`src/rtl/irq_merge_pkg.sv`:
```
package irq_merge_pkg;

   typedef enum logic {
      SEL_PRIMARY = 1'b0,
      SEL_AUX     = 1'b1
   } mask_sel_e;

   localparam int unsigned MASK_COUNT = 2;

endpackage

```
`src/rtl/irq_pend_reg.sv`:
```
module irq_pend_reg #(
   parameter int unsigned WIDTH = 8
) (
   input  logic             clk,
   input  logic             rst_n,
   input  logic [WIDTH-1:0] set_vec,
   input  logic [WIDTH-1:0] clr_vec,
   output logic [WIDTH-1:0] pend_nxt,
   output logic [WIDTH-1:0] pend_q
);

   for (genvar b = 0; b < WIDTH; b++) begin : g_bit
      // clear is ordered after post within the same clock
      assign pend_nxt[b] = (pend_q[b] | set_vec[b]) & ~clr_vec[b];

      always_ff @(posedge clk or negedge rst_n) begin
         if (!rst_n) pend_q[b] <= 1'b0;
         else        pend_q[b] <= pend_nxt[b];
      end
   end

endmodule

```
`src/rtl/irq_mask_bank.sv`:
```
module irq_mask_bank #(
   parameter int unsigned WIDTH     = 8,
   parameter int unsigned NUM_MASKS = 2,
   localparam int unsigned SEL_W    = (NUM_MASKS > 1) ? $clog2(NUM_MASKS) : 1
) (
   input  logic                            clk,
   input  logic                            rst_n,
   input  logic                            we,
   input  logic [SEL_W-1:0]                sel,
   input  logic [WIDTH-1:0]                wdata,
   output logic [NUM_MASKS-1:0][WIDTH-1:0] mask_nxt,
   output logic [NUM_MASKS-1:0][WIDTH-1:0] mask_q
);

   if (NUM_MASKS < 1) begin : g_bad_count
      $error("irq_mask_bank: NUM_MASKS must be at least 1");
   end

   for (genvar m = 0; m < NUM_MASKS; m++) begin : g_mask
      logic hit;
      assign hit         = we && (sel == SEL_W'(m));
      assign mask_nxt[m] = hit ? wdata : mask_q[m];

      always_ff @(posedge clk or negedge rst_n) begin
         if (!rst_n) mask_q[m] <= '0;
         else        mask_q[m] <= mask_nxt[m];
      end
   end

endmodule

```
`src/rtl/irq_flag_unit.sv`:
```
module irq_flag_unit #(
   parameter int unsigned WIDTH = 8
) (
   input  logic             clk,
   input  logic             rst_n,
   input  logic [WIDTH-1:0] pend_nxt,
   input  logic [WIDTH-1:0] prim_nxt,
   input  logic             raise_evt,
   input  logic             clear_evt,
   output logic             flag_q
);

   logic enabled_any;
   logic flag_d;

   assign enabled_any = |(pend_nxt & prim_nxt);

   always_comb begin
      flag_d = flag_q;
      if (raise_evt && enabled_any && !flag_q) begin
         flag_d = 1'b1;
      end else if (clear_evt && !enabled_any) begin
         flag_d = 1'b0;
      end
   end

   always_ff @(posedge clk or negedge rst_n) begin
      if (!rst_n) flag_q <= 1'b0;
      else        flag_q <= flag_d;
   end

endmodule

```
`src/rtl/irq_merge_ctrl.sv`:
```
module irq_merge_ctrl
   import irq_merge_pkg::*;
#(
   parameter int unsigned WIDTH = 8
) (
   input  logic             clk,
   input  logic             rst_n,
   input  logic [WIDTH-1:0] set_vec,
   input  logic [WIDTH-1:0] clr_vec,
   input  logic             cfg_we,
   input  logic             cfg_sel,
   input  logic [WIDTH-1:0] cfg_data,
   output logic [WIDTH-1:0] pend_o,
   output logic [WIDTH-1:0] aux_mask_o,
   output logic             irq_o
);

   if (WIDTH < 1 || WIDTH > 32) begin : g_bad_width
      $error("irq_merge_ctrl: WIDTH must lie in 1..32");
   end

   localparam int unsigned PRIM_IDX = int'(SEL_PRIMARY);
   localparam int unsigned AUX_IDX  = int'(SEL_AUX);

   logic [WIDTH-1:0]                 pend_nxt;
   logic [WIDTH-1:0]                 pend_q;
   logic [MASK_COUNT-1:0][WIDTH-1:0] mask_nxt;
   logic [MASK_COUNT-1:0][WIDTH-1:0] mask_q;
   logic                             prim_wr;
   logic                             raise_evt;
   logic                             clear_evt;
   logic                             flag_q;

   irq_pend_reg #(.WIDTH(WIDTH)) u_pend (
      .clk      (clk),
      .rst_n    (rst_n),
      .set_vec  (set_vec),
      .clr_vec  (clr_vec),
      .pend_nxt (pend_nxt),
      .pend_q   (pend_q)
   );

   irq_mask_bank #(.WIDTH(WIDTH), .NUM_MASKS(MASK_COUNT)) u_masks (
      .clk      (clk),
      .rst_n    (rst_n),
      .we       (cfg_we),
      .sel      (cfg_sel),
      .wdata    (cfg_data),
      .mask_nxt (mask_nxt),
      .mask_q   (mask_q)
   );

   assign prim_wr   = cfg_we && (cfg_sel == SEL_PRIMARY);
   assign raise_evt = (|set_vec) || prim_wr;
   assign clear_evt = |clr_vec;

   irq_flag_unit #(.WIDTH(WIDTH)) u_flag (
      .clk       (clk),
      .rst_n     (rst_n),
      .pend_nxt  (pend_nxt),
      .prim_nxt  (mask_nxt[PRIM_IDX]),
      .raise_evt (raise_evt),
      .clear_evt (clear_evt),
      .flag_q    (flag_q)
   );

   assign pend_o     = pend_q;
   assign aux_mask_o = mask_q[AUX_IDX];
   assign irq_o      = flag_q;

endmodule

```
`config.mk`:
```
export PLATFORM = sky130hd
export DESIGN_NAME = irq_merge_ctrl
export DESIGN_NICKNAME = d
export VERILOG_FILES = /design/src/rtl/irq_merge_pkg.sv /design/src/rtl/irq_pend_reg.sv /design/src/rtl/irq_mask_bank.sv /design/src/rtl/irq_flag_unit.sv /design/src/rtl/irq_merge_ctrl.sv
export SDC_FILE = /design/constraint.sdc
export NUM_CORES = 1
export LEC_CHECK = 0
export BUFFER_PORTS_ARGS = -buffer_cell sky130_fd_sc_hd__buf_4
export CELL_PAD_IN_SITES_DETAIL_PLACEMENT = 0
export CELL_PAD_IN_SITES_GLOBAL_PLACEMENT = 2
export CORE_MARGIN = 3
export CORE_UTILIZATION = 30
export CTS_BUF_LIST = sky130_fd_sc_hd__clkbuf_2
export CTS_CLUSTER_DIAMETER = 40
export DETAILED_ROUTE_END_ITERATION = 8
export PLACE_DENSITY = 0.89
export SYNTH_ARGS = -nofsm -noshare
export SYNTH_HDL_FRONTEND = slang
export SYNTH_SLANG_ARGS = --single-unit
```
`constraint.sdc`:
```
create_clock -name clk -period 1.55 [get_ports clk]
set_input_delay 0.0775 -clock clk [delete_from_list [all_inputs] [get_ports clk]]
set_output_delay 0.0775 -clock clk [all_outputs]
set_load 0.02 [all_outputs]
```
Word level (Yosys, flattened, before mapping) --
Index checks and enable logic that the tools add are counted.
Word-level totals: register bits after elaboration 25, RAM bits 0, latch bits 0, memories kept 0, logic and storage cells 52, memory bits (read-only) 0, output and inout bits 17
Operators by class: equality and inequality tests 0, $lt $le $gt $ge 0, bitwise gates (word level) 26, divide/modulo/power cells 0, shifts and indexed selects 0, $mul 0, reduce and logical (&&, ||, !) cells 12, muxes and demuxes 3, $add $sub $neg 0
Operators by type and width (count):
- OR reduction 8 bit | 3
- NOT 1 bit | 9
- bitwise AND 1 bit | 8
- bitwise AND 8 bit | 1
- two-way mux 8 bit | 1
- bitwise OR 1 bit | 8
- logical AND 1 bit | 5
- zero test 1 bit | 2
- two-way mux 1 bit | 2
- nonzero test 2 bit | 1
- logical OR 1 bit | 1

Longest topological paths before layout --
depth in word-level cells 9, depth in mapped cells 6, depth with buffers taken out 5

Cells and area by module --
A second synthesis with hierarchy kept.
Unflattened totals: cell total of the unflattened synthesis 66, area total of the unflattened synthesis 1048.5 um^2
By module, submodules not included:
- irq_mask_bank | cells an instance 35, times used 1, area each 641.9 um^2, sequential area each 400.4 um^2
- irq_pend_reg | cells an instance 16, times used 1, area each 280.3 um^2, sequential area each 200.2 um^2
- irq_flag_unit | cells an instance 8, times used 1, area each 80.1 um^2, sequential area each 25.0 um^2
- irq_merge_ctrl | cells an instance 7, times used 1, area each 46.3 um^2, sequential area each 0.0 um^2

Worst setup path before layout --
OpenSTA, ideal clock, no wires.
path kind input-to-reg, start point input cfg_we, end point register u_flag.flag_q, library setup time 130 ps, arrival 1017 ps, slack 403 ps, stages on the path 6, cells stage by stage nor2b_4 buf_6 mux2_2 a22oi_1 and3_1 a31oi_1
RTL lines:
- start, declared | RTL line irq_merge_ctrl.sv:10 | input logic cfg_we,
- end signal, assigned | RTL line irq_flag_unit.sv:29 | else flag_q <= flag_d;
- end, declared | RTL line irq_flag_unit.sv:10 | output logic flag_q

Worst setup path in the final report --
start point input clr_vec[2], end point register u_flag.flag_q
On the way: longest elaborated chain between the ends 7
Ends and longest elaborated chain:
- start, declared | RTL line irq_merge_ctrl.sv:9 | input logic [WIDTH-1:0] clr_vec,
- NOT 1 bit | RTL line irq_pend_reg.sv:14 | assign pend_nxt[b] = (pend_q[b] | set_vec[b]) & ~clr_vec[b];
- bitwise AND 1 bit | RTL line irq_pend_reg.sv:14
- bitwise AND 8 bit | RTL line irq_flag_unit.sv:16 | assign enabled_any = |(pend_nxt & prim_nxt);
- OR reduction 8 bit | RTL line irq_flag_unit.sv:16
- logical AND 1 bit or zero test 1 bit (tied branches) | RTL line irq_flag_unit.sv:20, irq_flag_unit.sv:22
- logical AND 1 bit (on tied branches) | RTL line irq_flag_unit.sv:20, irq_flag_unit.sv:22
- two-way mux 1 bit or nonzero test 2 bit (tied branches)
Several ways; a longest one is shown, not always the timed one. A chain may end at the register's enable or synchronous reset.

==> impl_metrics.csv <==
group,metric,value,unit
run_status,status,"finished clean",
cts,cts_max_path_buffers,2,
cts,cts_resized,0,
hold_path,hold_start,"cfg_sel",
setup_path,critPathKind,"in2reg",
setup_path,arrival,1.68,ns
final_layout,fillers,302,
place,dp_worst_setup_slack,0.136,ns
timing,max_slew.worst_pin.slew,0.398,ns
final_layout,seq_area,626,um^2
logic_synthesis,synth_top_area_cell,"dfrtp_1",
place,gp_congestion,0.817,
logic_synthesis,synth_nets,110,
setup_path,r2r_start,"u_pend.pend_q[2]",
setup_path,cp-startpoint,"clr_vec[2]",
cts,cts_root_buf,"clkbuf_2",
setup_path,ff2ff_path_depth,3,
place,dp.cells,161,
run,maxCapViolCount,0,
cts,cts.sinks,25,
final_layout,diodes,0,
cts,cts_buffers,3,
power,leakage,0.787,nW
floorplanning,rows,20,
place,place_hpwl,2080,um
global_route,grt_max_degree,26,
route,drt-wirelength-per-cell,14.4,um
global_route,grtUsageTotal,13.6,%
floorplanning,die_area,4260,um^2
logic_synthesis,synth_edf_count,0,
timing,min_period,1.38,ns
logic_synthesis,synth_area_leaders,"dfrtp_1 (59%), mux2_2 (14%), buf_4 (5.7%), nor2_1 (5.7%), mux2_4 (4.3%)",
logic_synthesis,postSynthRegisterBits,25,
cts,worstSkewPairLatency,0.35,ns
route,via_per_inst,4.56,
cts,postCtsSetupRepairBufs,0,
setup_path,endpoint,"u_flag.flag_q",
logic_synthesis,synthTopCellsByCount,"dfrtp_1 (25), nor2_1 (16), mux2_2 (13)",
cts,htree_levels,1,
timing,setup_viol,0,
global_route,grt_overflow_total,0,
global_route,antenna_found_initial,0,
place,portBuffers,44,
power,peakVddDrop,0.559,mV
final_layout,nNetsFinal,178,
global_route,grt_pass1_vias,944,
logic_synthesis,yosysMostFrequentCell,"dfrtp_1",
route,drtPass1Iterations,4,
final_layout,final_util,52.1,%
final_layout,area_delta_synth_final,58.3,%
global_route,grt_pass1_wl,4500,um
logic_synthesis,ys_types,15,
route,num_vias,881,
place,dpl-instance-area,1370,um^2
setup_path,cp-start-kind,"input port",
floorplanning,coreArea,3200,um^2
setup_path,critPathCaptureType,"flip-flop",
timing,min_period_over_period,89.0,%
route,drt_iter0_markers,32,
hold_path,hold_path_class,"in2reg",
route,drc,0,
logic_synthesis,synth_top_area_share,59.4,%
cts,cts.clk_slew.worst_paths,0.24,ns
setup_path,ff2ff_setup_slack,0.28,ns
logic_synthesis,synthFlopType,"dfrtp_1",
timing,hold_violations,0,
final_layout,fin_area,1670,um^2
logic_synthesis,synth.avg_cell_area,12.8,um^2
final_layout,instances_no_fill,193,
final_layout,multi_input_area,357,um^2
floorplanning,die_h,65.3,um
setup_path,cp_max_fo,2,
floorplanning,pin_count,45,
cts,cts_tree,"yes",
logic_synthesis,synth_seq_area_share,59.4,%
logic_synthesis,async_reset_ff_share,100,%
timing,maxSlewHeadroom,73.4,%
power,powerDensity,865,nW/um^2
timing,fmax,0.725,GHz
floorplanning,die_w,65.3,um
timing,fin_skew,0.0150,ns
timing,tns,0,ns
route,ant_nets,0,
timing,rsz0062_at_grt,"false",
timing,setup_ws,0.170,ns
cts,holdBufCountCts,26,
logic_synthesis,yosys_warnings,0,
logic_synthesis,syn_area,1050,um^2
setup_path,cp.required,1.85,ns
timing,slew_viol_final,0,
setup_path,rr_endpoint,"u_pend.pend_q[2]",
floorplanning,initial_core_util,32.9,%
route,totalWireLength,2770,um
final_layout,layout-drive-gt1-share,43.6,%
logic_synthesis,synthCells,82,
[registers in the layout, summed over array words and instances (netlist names)]
| register | cells |
|---|---|
| u_masks.mask_q | 16 |
| u_flag.flag_q | 1 |
| u_pend.pend_q | 8 |
[critical path, stage by stage]
cell and delay [ns]:
dlygate4sd3_1 0.54, buf_4 0.15, nor4_1 0.31, nand4b_1 0.13, a21boi_1 0.15, and3_1 0.17
a31oi_1 0.17
[power by group]
| group | internal, W | switching, W |
|---|---|---|
| clock network | 0.0000585 | 0.000195 |
| logic | 0.000235 | 0.000184 |
| registers | 0.000732 | 0.0000375 |
| total | 0.00103 | 0.000417 |
[worst min path at each step]
| stage | endpoint | cells after the start |
|---|---|---|
| 3_5_place_dp | u_masks.mask_q[8] | 1 |
| 6_report | u_masks.mask_q[2] | 3 |
| 4_1_cts | u_flag.flag_q | 3 |
| 2_1_floorplan | u_flag.flag_q | 0 |
| 5_1_grt | u_masks.mask_q[2] | 3 |
| 3_3_place_gp | u_masks.mask_q[8] | 1 |
[metrics by stage]
stage / power (W) / hold slack, ns
floorplan: 0.00100 / -0.218
global placement: 0.00113 / -0.00394
detailed placement: 0.00114 / -0.00184
CTS: 0.00145 / 0.00211
global route: 0.00153 / 0.0858
finish: 0.00144 / 0.111
[metal layers]
| metal | global-route usage (%) | vias up | part of all wire (%) |
|---|---|---|---|
| li1 | - | 408 | - |
| met1 | 18.4 | 432 | 45 |
| met2 | 23.1 | 41 | 47 |
| met3 | 3.42 | 0 | 7.8 |
| met4 | 0.777 | 0 | 0 |
| met5 | 0 | - | 0 |
[layout make-up]
type / count / share of cell area [%]
Tap cell: 44 / 3.30
Clock inverter: 1 / 0.300
Sequential cell: 25 / 37.5
Clock buffer: 3 / 0.900
Timing Repair Buffer: 72 / 36.6
Multi-Input combinational cell: 48 / 21.4
[cell families (layout without fill, tap and decap cells)]
| kind of cell | count (synthesis) | after routing | share of synthesized area, % |
|---|---|---|---|
| muxes | 16 | 16 | 18.2 |
| DFF | 25 | 25 | 59.4 |
| and+or+nand+nor | 27 | 27 | 12.2 |
| AOI/OAI and AO/OA | 5 | 5 | 3.44 |
| buffers and inverters | 9 | 76 | 6.77 |
[placed cells by master, fill, tap and decap left out, drive strengths merged]
master	synthesis	routed
mux2	16	16
clkbuf	0	3
dlygate4sd3	0	28
and3	1	1
nor4	3	3
nand4b	1	1
nor3	2	2
dfrtp	25	25
clkinv	0	1
nand2	3	3
a31oi	1	1
a21boi	1	1
nor2	16	16
a22oi	3	3
nor2b	1	1
buf	9	44
(Power assumes the default switching activity.)
